<file path="src/rtl/irq_agg_pkg.sv">
package irq_agg_pkg;
  localparam int unsigned WORD_W = 32;
  typedef logic [WORD_W-1:0] word_t;

  typedef enum logic [2:0] {
    REG_CTRL   = 3'd0,
    REG_MASK_A = 3'd1,
    REG_MASK_B = 3'd2,
    REG_FLAG_A = 3'd3,
    REG_FLAG_B = 3'd4
  } reg_idx_e;

  localparam int unsigned MASTER_BIT = 31;
  localparam int unsigned OVF_BIT    = 30;
  localparam int unsigned EXT_BIT    = 29;
  localparam int unsigned DONE_BIT   = 29;
  localparam int unsigned PRES_BIT   = 30;

  // Flip active-low positions so that 1 always means "request".
  function automatic word_t to_active(word_t raw, word_t low_map);
    return raw ^ low_map;
  endfunction

  // Keep bits selected by keep; others show their idle level.
  function automatic word_t masked_view(word_t raw, word_t keep, word_t low_map);
    return (raw & keep) | (low_map & ~keep);
  endfunction

  function automatic logic any_request(word_t act, word_t en);
    return |(act & en);
  endfunction
endpackage

</file>
<file path="src/rtl/irq_agg_regs.sv">
module irq_agg_regs
  import irq_agg_pkg::*;
#(
  parameter word_t CTRL_RESET   = 32'h0000_0085,
  parameter word_t MASK_A_VALID = '1,
  parameter word_t MASK_B_VALID = '1
) (
  input  logic       clk,
  input  logic       rst_n,
  input  logic       wr_en,
  input  logic [2:0] wr_idx,
  input  word_t      wr_data,
  output word_t      ctrl_q,
  output word_t      mask_a_q,
  output word_t      mask_b_q
);
  logic wr_ctrl, wr_ma, wr_mb;
  assign wr_ctrl = wr_en && (wr_idx == REG_CTRL);
  assign wr_ma   = wr_en && (wr_idx == REG_MASK_A);
  assign wr_mb   = wr_en && (wr_idx == REG_MASK_B);

  always_ff @(posedge clk or negedge rst_n) begin
    if (!rst_n) begin
      ctrl_q   <= CTRL_RESET;
      mask_a_q <= '0;
      mask_b_q <= '0;
    end else begin
      if (wr_ctrl) ctrl_q   <= wr_data;
      if (wr_ma)   mask_a_q <= wr_data & MASK_A_VALID;
      if (wr_mb)   mask_b_q <= wr_data & MASK_B_VALID;
    end
  end

  // enables change only on a write to their own index
  assert_mask_a_stable_R2: assert property (@(posedge clk) disable iff (!rst_n)
    !wr_ma |=> $stable(mask_a_q));
  assert_mask_b_stable_R2: assert property (@(posedge clk) disable iff (!rst_n)
    !wr_mb |=> $stable(mask_b_q));
  assert_mask_unsourced_zero_R2: assert property (@(posedge clk) disable iff (!rst_n)
    ((mask_a_q & ~MASK_A_VALID) == '0) && ((mask_b_q & ~MASK_B_VALID) == '0));
endmodule

</file>
<file path="src/rtl/irq_agg_ovf.sv">
module irq_agg_ovf (
  input  logic clk,
  input  logic rst_n,
  input  logic set_pulse,
  input  logic clr_level,
  output logic ovf_q
);
  always_ff @(posedge clk or negedge rst_n) begin
    if (!rst_n)         ovf_q <= 1'b0;
    else if (set_pulse) ovf_q <= 1'b1;
    else if (clr_level) ovf_q <= 1'b0;
  end

  // set has priority, latch holds, clear level empties it
  assert_ovf_set_wins_R8: assert property (@(posedge clk) disable iff (!rst_n)
    set_pulse |=> ovf_q);
  assert_ovf_hold_R8: assert property (@(posedge clk) disable iff (!rst_n)
    (ovf_q && !clr_level) |=> ovf_q);
  assert_ovf_clear_R8: assert property (@(posedge clk) disable iff (!rst_n)
    (clr_level && !set_pulse) |=> !ovf_q);
endmodule

</file>
<file path="src/rtl/irq_agg_combine.sv">
module irq_agg_combine
  import irq_agg_pkg::*;
#(
  parameter int unsigned N_LOW  = 22,
  parameter int unsigned N_HIGH = 29
) (
  input  logic              clk,
  input  logic              rst_n,
  input  logic [N_LOW-1:0]  low_flags,
  input  logic [N_HIGH-1:0] high_flags,
  input  logic              ext_irq,
  input  logic              done_evt,
  input  logic              present,
  input  logic              ovf_q,
  input  word_t             mask_a,
  input  word_t             mask_b,
  input  logic              readback_masked,
  output word_t             flag_a_rd,
  output word_t             flag_b_rd,
  output logic              req_any,
  output logic              irq_q
);
  localparam word_t LOW_MAP_A  = word_t'((64'd1 << N_LOW) - 64'd1);
  localparam word_t HIGH_MAP_B = word_t'((64'd1 << N_HIGH) - 64'd1);
  localparam word_t SRC_MAP_B  = HIGH_MAP_B | (word_t'(1) << DONE_BIT);
  localparam word_t PRES_MAP   = word_t'(1) << PRES_BIT;

  word_t raw_a, raw_b, act_a, act_b;
  logic  master_en;

  generate
    for (genvar i = 0; i < WORD_W; i++) begin : g_raw
      if (i < N_LOW)         begin : g_a_low  assign raw_a[i] = low_flags[i]; end
      else if (i == OVF_BIT) begin : g_a_ovf  assign raw_a[i] = ovf_q;        end
      else if (i == EXT_BIT) begin : g_a_ext  assign raw_a[i] = ext_irq;      end
      else                   begin : g_a_zero assign raw_a[i] = 1'b0;         end
      if (i < N_HIGH)         begin : g_b_high assign raw_b[i] = high_flags[i]; end
      else if (i == DONE_BIT) begin : g_b_done assign raw_b[i] = done_evt;      end
      else if (i == PRES_BIT) begin : g_b_pres assign raw_b[i] = present;       end
      else                    begin : g_b_zero assign raw_b[i] = 1'b0;          end
    end
  endgenerate

  assign master_en = mask_a[MASTER_BIT];
  assign act_a     = to_active(raw_a, LOW_MAP_A);
  assign act_b     = to_active(raw_b, '0);
  assign req_any   = any_request(act_a, mask_a) || any_request(act_b, mask_b & SRC_MAP_B);

  assign flag_a_rd = readback_masked ? masked_view(raw_a, mask_a, LOW_MAP_A) : raw_a;
  assign flag_b_rd = readback_masked ? masked_view(raw_b, mask_b | PRES_MAP, '0) : raw_b;

  always_ff @(posedge clk or negedge rst_n) begin
    if (!rst_n) irq_q <= 1'b0;
    else        irq_q <= master_en && req_any;
  end

  // global enable off blocks the output
  assert_master_gate_R5: assert property (@(posedge clk) disable iff (!rst_n)
    !master_en |=> !irq_q);
  // a pending enabled request shows one clock later
  assert_irq_latency_R10: assert property (@(posedge clk) disable iff (!rst_n)
    (master_en && req_any) |=> irq_q);
  // presence bit is visible in both modes
  assert_presence_visible_R7: assert property (@(posedge clk) disable iff (!rst_n)
    flag_b_rd[PRES_BIT] == present);
endmodule

</file>
<file path="src/rtl/irq_flag_aggregator.sv">
module irq_flag_aggregator
  import irq_agg_pkg::*;
#(
  parameter int unsigned N_LOW      = 22,
  parameter int unsigned N_HIGH     = 29,
  parameter word_t       CTRL_RESET = 32'h0000_0085,
  parameter int unsigned CLR_BIT    = 0,
  parameter int unsigned MODE_BIT   = 24
) (
  input  logic              clk,
  input  logic              rst_n,
  input  logic              bus_wr_en,
  input  logic [2:0]        bus_addr,
  input  logic [31:0]       bus_wdata,
  output logic [31:0]       bus_rdata,
  input  logic [N_LOW-1:0]  low_lvl_flags,
  input  logic [N_HIGH-1:0] high_lvl_flags,
  input  logic              ext_irq_in,
  input  logic              done_evt,
  input  logic              ext_present,
  input  logic              ovf_pulse,
  output logic              irq_o
);
  localparam word_t LOW_MAP   = word_t'((64'd1 << N_LOW) - 64'd1);
  localparam word_t HIGH_MAP  = word_t'((64'd1 << N_HIGH) - 64'd1);
  localparam word_t MA_VALID  = LOW_MAP | (word_t'(1) << MASTER_BIT)
                              | (word_t'(1) << OVF_BIT) | (word_t'(1) << EXT_BIT);
  localparam word_t MB_VALID  = HIGH_MAP | (word_t'(1) << DONE_BIT);

  word_t ctrl_q, mask_a_q, mask_b_q, flag_a_rd, flag_b_rd;
  logic  ovf_q, req_any, irq_q;

  irq_agg_regs #(
    .CTRL_RESET  (CTRL_RESET),
    .MASK_A_VALID(MA_VALID),
    .MASK_B_VALID(MB_VALID)
  ) regs_i (
    .clk     (clk),
    .rst_n   (rst_n),
    .wr_en   (bus_wr_en),
    .wr_idx  (bus_addr),
    .wr_data (bus_wdata),
    .ctrl_q  (ctrl_q),
    .mask_a_q(mask_a_q),
    .mask_b_q(mask_b_q)
  );

  irq_agg_ovf ovf_i (
    .clk      (clk),
    .rst_n    (rst_n),
    .set_pulse(ovf_pulse),
    .clr_level(ctrl_q[CLR_BIT]),
    .ovf_q    (ovf_q)
  );

  irq_agg_combine #(
    .N_LOW (N_LOW),
    .N_HIGH(N_HIGH)
  ) comb_i (
    .clk            (clk),
    .rst_n          (rst_n),
    .low_flags      (low_lvl_flags),
    .high_flags     (high_lvl_flags),
    .ext_irq        (ext_irq_in),
    .done_evt       (done_evt),
    .present        (ext_present),
    .ovf_q          (ovf_q),
    .mask_a         (mask_a_q),
    .mask_b         (mask_b_q),
    .readback_masked(ctrl_q[MODE_BIT]),
    .flag_a_rd      (flag_a_rd),
    .flag_b_rd      (flag_b_rd),
    .req_any        (req_any),
    .irq_q          (irq_q)
  );

  assign irq_o = irq_q;

  always_comb begin
    case (bus_addr)
      REG_CTRL:   bus_rdata = ctrl_q;
      REG_MASK_A: bus_rdata = mask_a_q;
      REG_MASK_B: bus_rdata = mask_b_q;
      REG_FLAG_A: bus_rdata = flag_a_rd;
      REG_FLAG_B: bus_rdata = flag_b_rd;
      default:    bus_rdata = '0;
    endcase
  end

  // the latch is visible at its indicator position in raw mode
  assert_ovf_visible_R8: assert property (@(posedge clk) disable iff (!rst_n)
    (bus_addr == REG_FLAG_A && !ctrl_q[MODE_BIT]) |-> (bus_rdata[OVF_BIT] == ovf_q));
  // output stays low until something has been enabled
  assert_no_irq_without_enable_R1: assert property (@(posedge clk) disable iff (!rst_n)
    ($past(mask_a_q) == '0 && $past(mask_b_q) == '0) |-> !irq_o);
endmodule

</file>
<file path="config.mk">
export PLATFORM = sky130hd
export DESIGN_NAME = irq_flag_aggregator
export DESIGN_NICKNAME = d
export VERILOG_FILES = /design/src/rtl/irq_agg_pkg.sv /design/src/rtl/irq_agg_regs.sv /design/src/rtl/irq_agg_ovf.sv /design/src/rtl/irq_agg_combine.sv /design/src/rtl/irq_flag_aggregator.sv
export SDC_FILE = /design/constraint.sdc
export NUM_CORES = 1
export LEC_CHECK = 0
export BUFFER_PORTS_ARGS = -buffer_cell sky130_fd_sc_hd__buf_2
export CAP_MARGIN = 20
export CORE_MARGIN = 1.5
export CORE_UTILIZATION = 39
export DETAILED_ROUTE_END_ITERATION = 8
export HOLD_SLACK_MARGIN = 0.12
export MAX_ROUTING_LAYER = met4
export RECOVER_POWER = 100
export SYNTH_ARGS = -nofsm -noshare
export SYNTH_HDL_FRONTEND = slang
export SYNTH_SLANG_ARGS = --single-unit
</file>
<file path="constraint.sdc">
create_clock -name clk -period 3.1 [get_ports clk]
set_clock_uncertainty 0.15 [all_clocks]
set_input_delay 0.62 -clock clk [delete_from_list [all_inputs] [get_ports clk]]
set_output_delay 0.62 -clock clk [all_outputs]
set_load 0.05 [all_outputs]
</file>
==> impl_results.md <==
- Total grt overflow: 0
- Seq/Total Area, Yosys: 47.4%
- Syn avg cell area: 9.83 µm²
- Met1 wire length: 6.50 mm
- Synth unique cells: 39
- R2R depth: 5
- Vias per cell: 5.68
- Slew Viols, Final: 0
- Initial antenna violation count: 0
- Die Ht: 113 µm
- Setup Crit Path Kind: reg -> out
- Crit path arrival time: 2.19 ns
- Initial Util: 40.6%
- Critical path endpoint: bus_rdata[16]
- Die area: 12,700 µm²
- Final-report setup violation count: 0
- Gr usage total: 24.1%
- Max Cap Violations: 0
- Final period utilization: 95.5%
- Post-synth design cell area: 4710 µm²
- Pleak: 0.00266 µW
- Worst-path clk slew: 0.07 ns
- Total CTS buffers: 9
- Layout area overhead: 24.8%
- Async set or reset register ratio after synthesis: 100%
- CTS tree: done
- Yosys warnings: 0
- Worst vdd ir: 0.266 mV
- CP startpoint: regs_i.ctrl_q[24]
- Detailed Route WL: 14.5 mm
- DRC: 0
- Setup TNS: 0 ns
- Fmax achieved: 0.338 GHz
- GPL Wtd Cong: 0.806
- WL met3: 945 µm
- Relative slew slack: 18.6%
- IO Count: 126
- Worst EP required: 2.33 ns
- R2R Setup Slk: 0.73 ns
- Outcome: complete, no violations
- Top layer in use: met4
- Hold Buf Count CTS: 0
- Final core utilization: 50.6%
- Synth Register Bits: 89
- Starting DRT DRC Count: 238
- Row count: 39
- Number of global-route vias before repair: 4,189
- Fin crit period: 2.96 ns
- Clock Sink Count: 89
- Final Hold Viols: 0
- Antenna Nets Post-Route: 0
- Reg-to-reg endpoint: comb_i.irq_q
- I/O Buffers: 125
- Reg2reg start: regs_i.mask_b_q[12]
- Post-Syn Instances: 479
- TritonRoute pass-1 iters: 5
- Worst-Margin Slew: 1.22 ns
- Postcts setup bufs: 0
- Element type at the critical path end: output port
- Proportion of layout cells with a drive suffix above 1: 36.0%
- Die Width: 113 µm
- DPL Wire Length: 10.5 mm
- Post-synth EDFFs: 0
- RSZ-0062 raised after global routing: false
- DR WL/cell: 19.3 µm
- Largest net degree at the start of global routing: 49
- Met2 wire len: 6.89 mm
- Max clock buf depth: 2
- Clock Latency Late Sink: 0.34 ns
- PwrDens: 632 nW/µm²
- Nets: 700
- Wire length of the first global-routing pass: 22.9 mm
- Root buf cell: clkbuf_16
- Vias after detailed routing: 4,283
- ANT cells: 0
- H-tree Lvls: 3
- Worst Path Max Fanout: 12
- Cts repair resizes: 0
- Startpoint Class: register
- Hold Crit Class: in -> reg
- Core Area: 11,600 µm²
- Syn nets: 572
- Ys flop type: dfrtp_1
[final cells by class]
type,instances,area (µm²)
multi-input cells,334,2290
inverters,24,90.1
clock buffers,12,246
well taps,143,179
clock inverters,3,42.5
fillers,1128,5740
flip-flops and latches,89,2230
repair buffers,149,801
[placed cells by master (no fill, tap or decap), types with 2 or more instances in the layout]
cell type,instances
mux2_2,50
a22o_1,10
o21ai_0,37
nand2_1,51
dfrtp_1,86
o22ai_1,3
o21ai_2,8
clkbuf_2,36
nor2b_1,2
o21ai_1,4
inv_1,24
a2bb2oi_1,3
a21oi_1,35
clkbuf_1,8
mux2_1,13
o2111ai_1,4
nor2_1,32
nand3_1,11
or4_1,2
buf_4,13
o211ai_1,13
buf_12,2
a221oi_1,13
a22oi_1,24
dfstp_2,2
clkbuf_16,9
and2_0,3
or3_1,2
buf_2,92
[worst max-delay path, stage by stage (launching register included)]
cell,delay [ns]
dfrtp_1,0.38
buf_4,0.18
inv_1,0.43
buf_4,0.27
o211ai_1,0.14
o221ai_1,0.14
clkbuf_2,0.33
[metrics by stage]
stage	instances	total power [µW]	worst slack, ns	instance area (µm²)	hold slack [ns]
2_1_floorplan	479	2290	0.0706	4740	0.174
3_3_place_gp	739	2630	0.340	5650	0.317
3_5_place_dp	739	2660	0.336	5650	0.325
4_1_cts	754	3750	0.169	5940	0.182
5_1_grt	754	3910	0.0849	5880	0.316
6_report	754	3710	0.140	5880	0.323
[flip-flops by register name, summed over array words and instances (netlist names)]
signal and flops:
regs_i.mask_b_q 30, regs_i.ctrl_q 32, comb_i.irq_q 1, regs_i.mask_a_q 25, ovf_i.ovf_q 1
[synthesized netlist by cell type (2+ instances only)]
master	instances	area share, %
and2_1	3	0.40
nor2_1	32	2.6
buf_2	9	0.96
o22ai_1	3	0.40
dfstp_2	3	1.7
o211ai_1	13	2.1
a21oi_1	35	3.7
a22o_1	10	1.9
mux2_1	13	3.1
a2bb2oi_1	3	0.56
nor2b_1	2	0.27
inv_1	24	1.9
clkbuf_1	21	1.7
nand3_1	11	1.2
nand2_1	51	4.1
or4_1	2	0.32
mux2_2	50	12
dfrtp_1	86	46
o21ai_0	33	3.5
a221oi_1	13	2.4
a22oi_1	24	3.8
buf_1	2	0.16
or3_1	2	0.27
o2111ai_1	4	0.74
o21ai_1	16	1.7
[layer usage]
metal / GRT usage (%) / vias to the layer above
li1: - / 2012
met1: 32.6 / 2081
met2: 37.7 / 175
met3: 3.91 / 15
met4: 7.00 / 0
met5: - / -
[how the worst min path moves through the flow]
stage / startpoint / cells past startpoint / to / slack [ns]
6_report: ovf_pulse / 2 / ovf_i.ovf_q / 0.32
5_1_grt: ovf_pulse / 2 / ovf_i.ovf_q / 0.32
3_5_place_dp: regs_i.ctrl_q[28] / 1 / regs_i.ctrl_q[28] / 0.32
4_1_cts: rst_n / 1 / regs_i.mask_b_q[23] / 0.18
2_1_floorplan: rst_n / 0 / comb_i.irq_q / 0.17
3_3_place_gp: regs_i.ctrl_q[27] / 1 / regs_i.ctrl_q[27] / 0.32
[power by group]
part / internal (µW) / switching [µW]
Sequential: 1420 / 177
Combinational: 394 / 638
Clock: 642 / 445
[cell families after synthesis]
kind of cell	count (synthesis)	share of synthesized area, %
AO/OA/AOI/OAI	164	23.1
buffers and inverters	56	4.70
flip-flops	89	47.4
multiplexers	64	15.3
AND/OR/NAND/NOR	106	9.56
No activity file was read; power rests on OpenSTA's default activity.
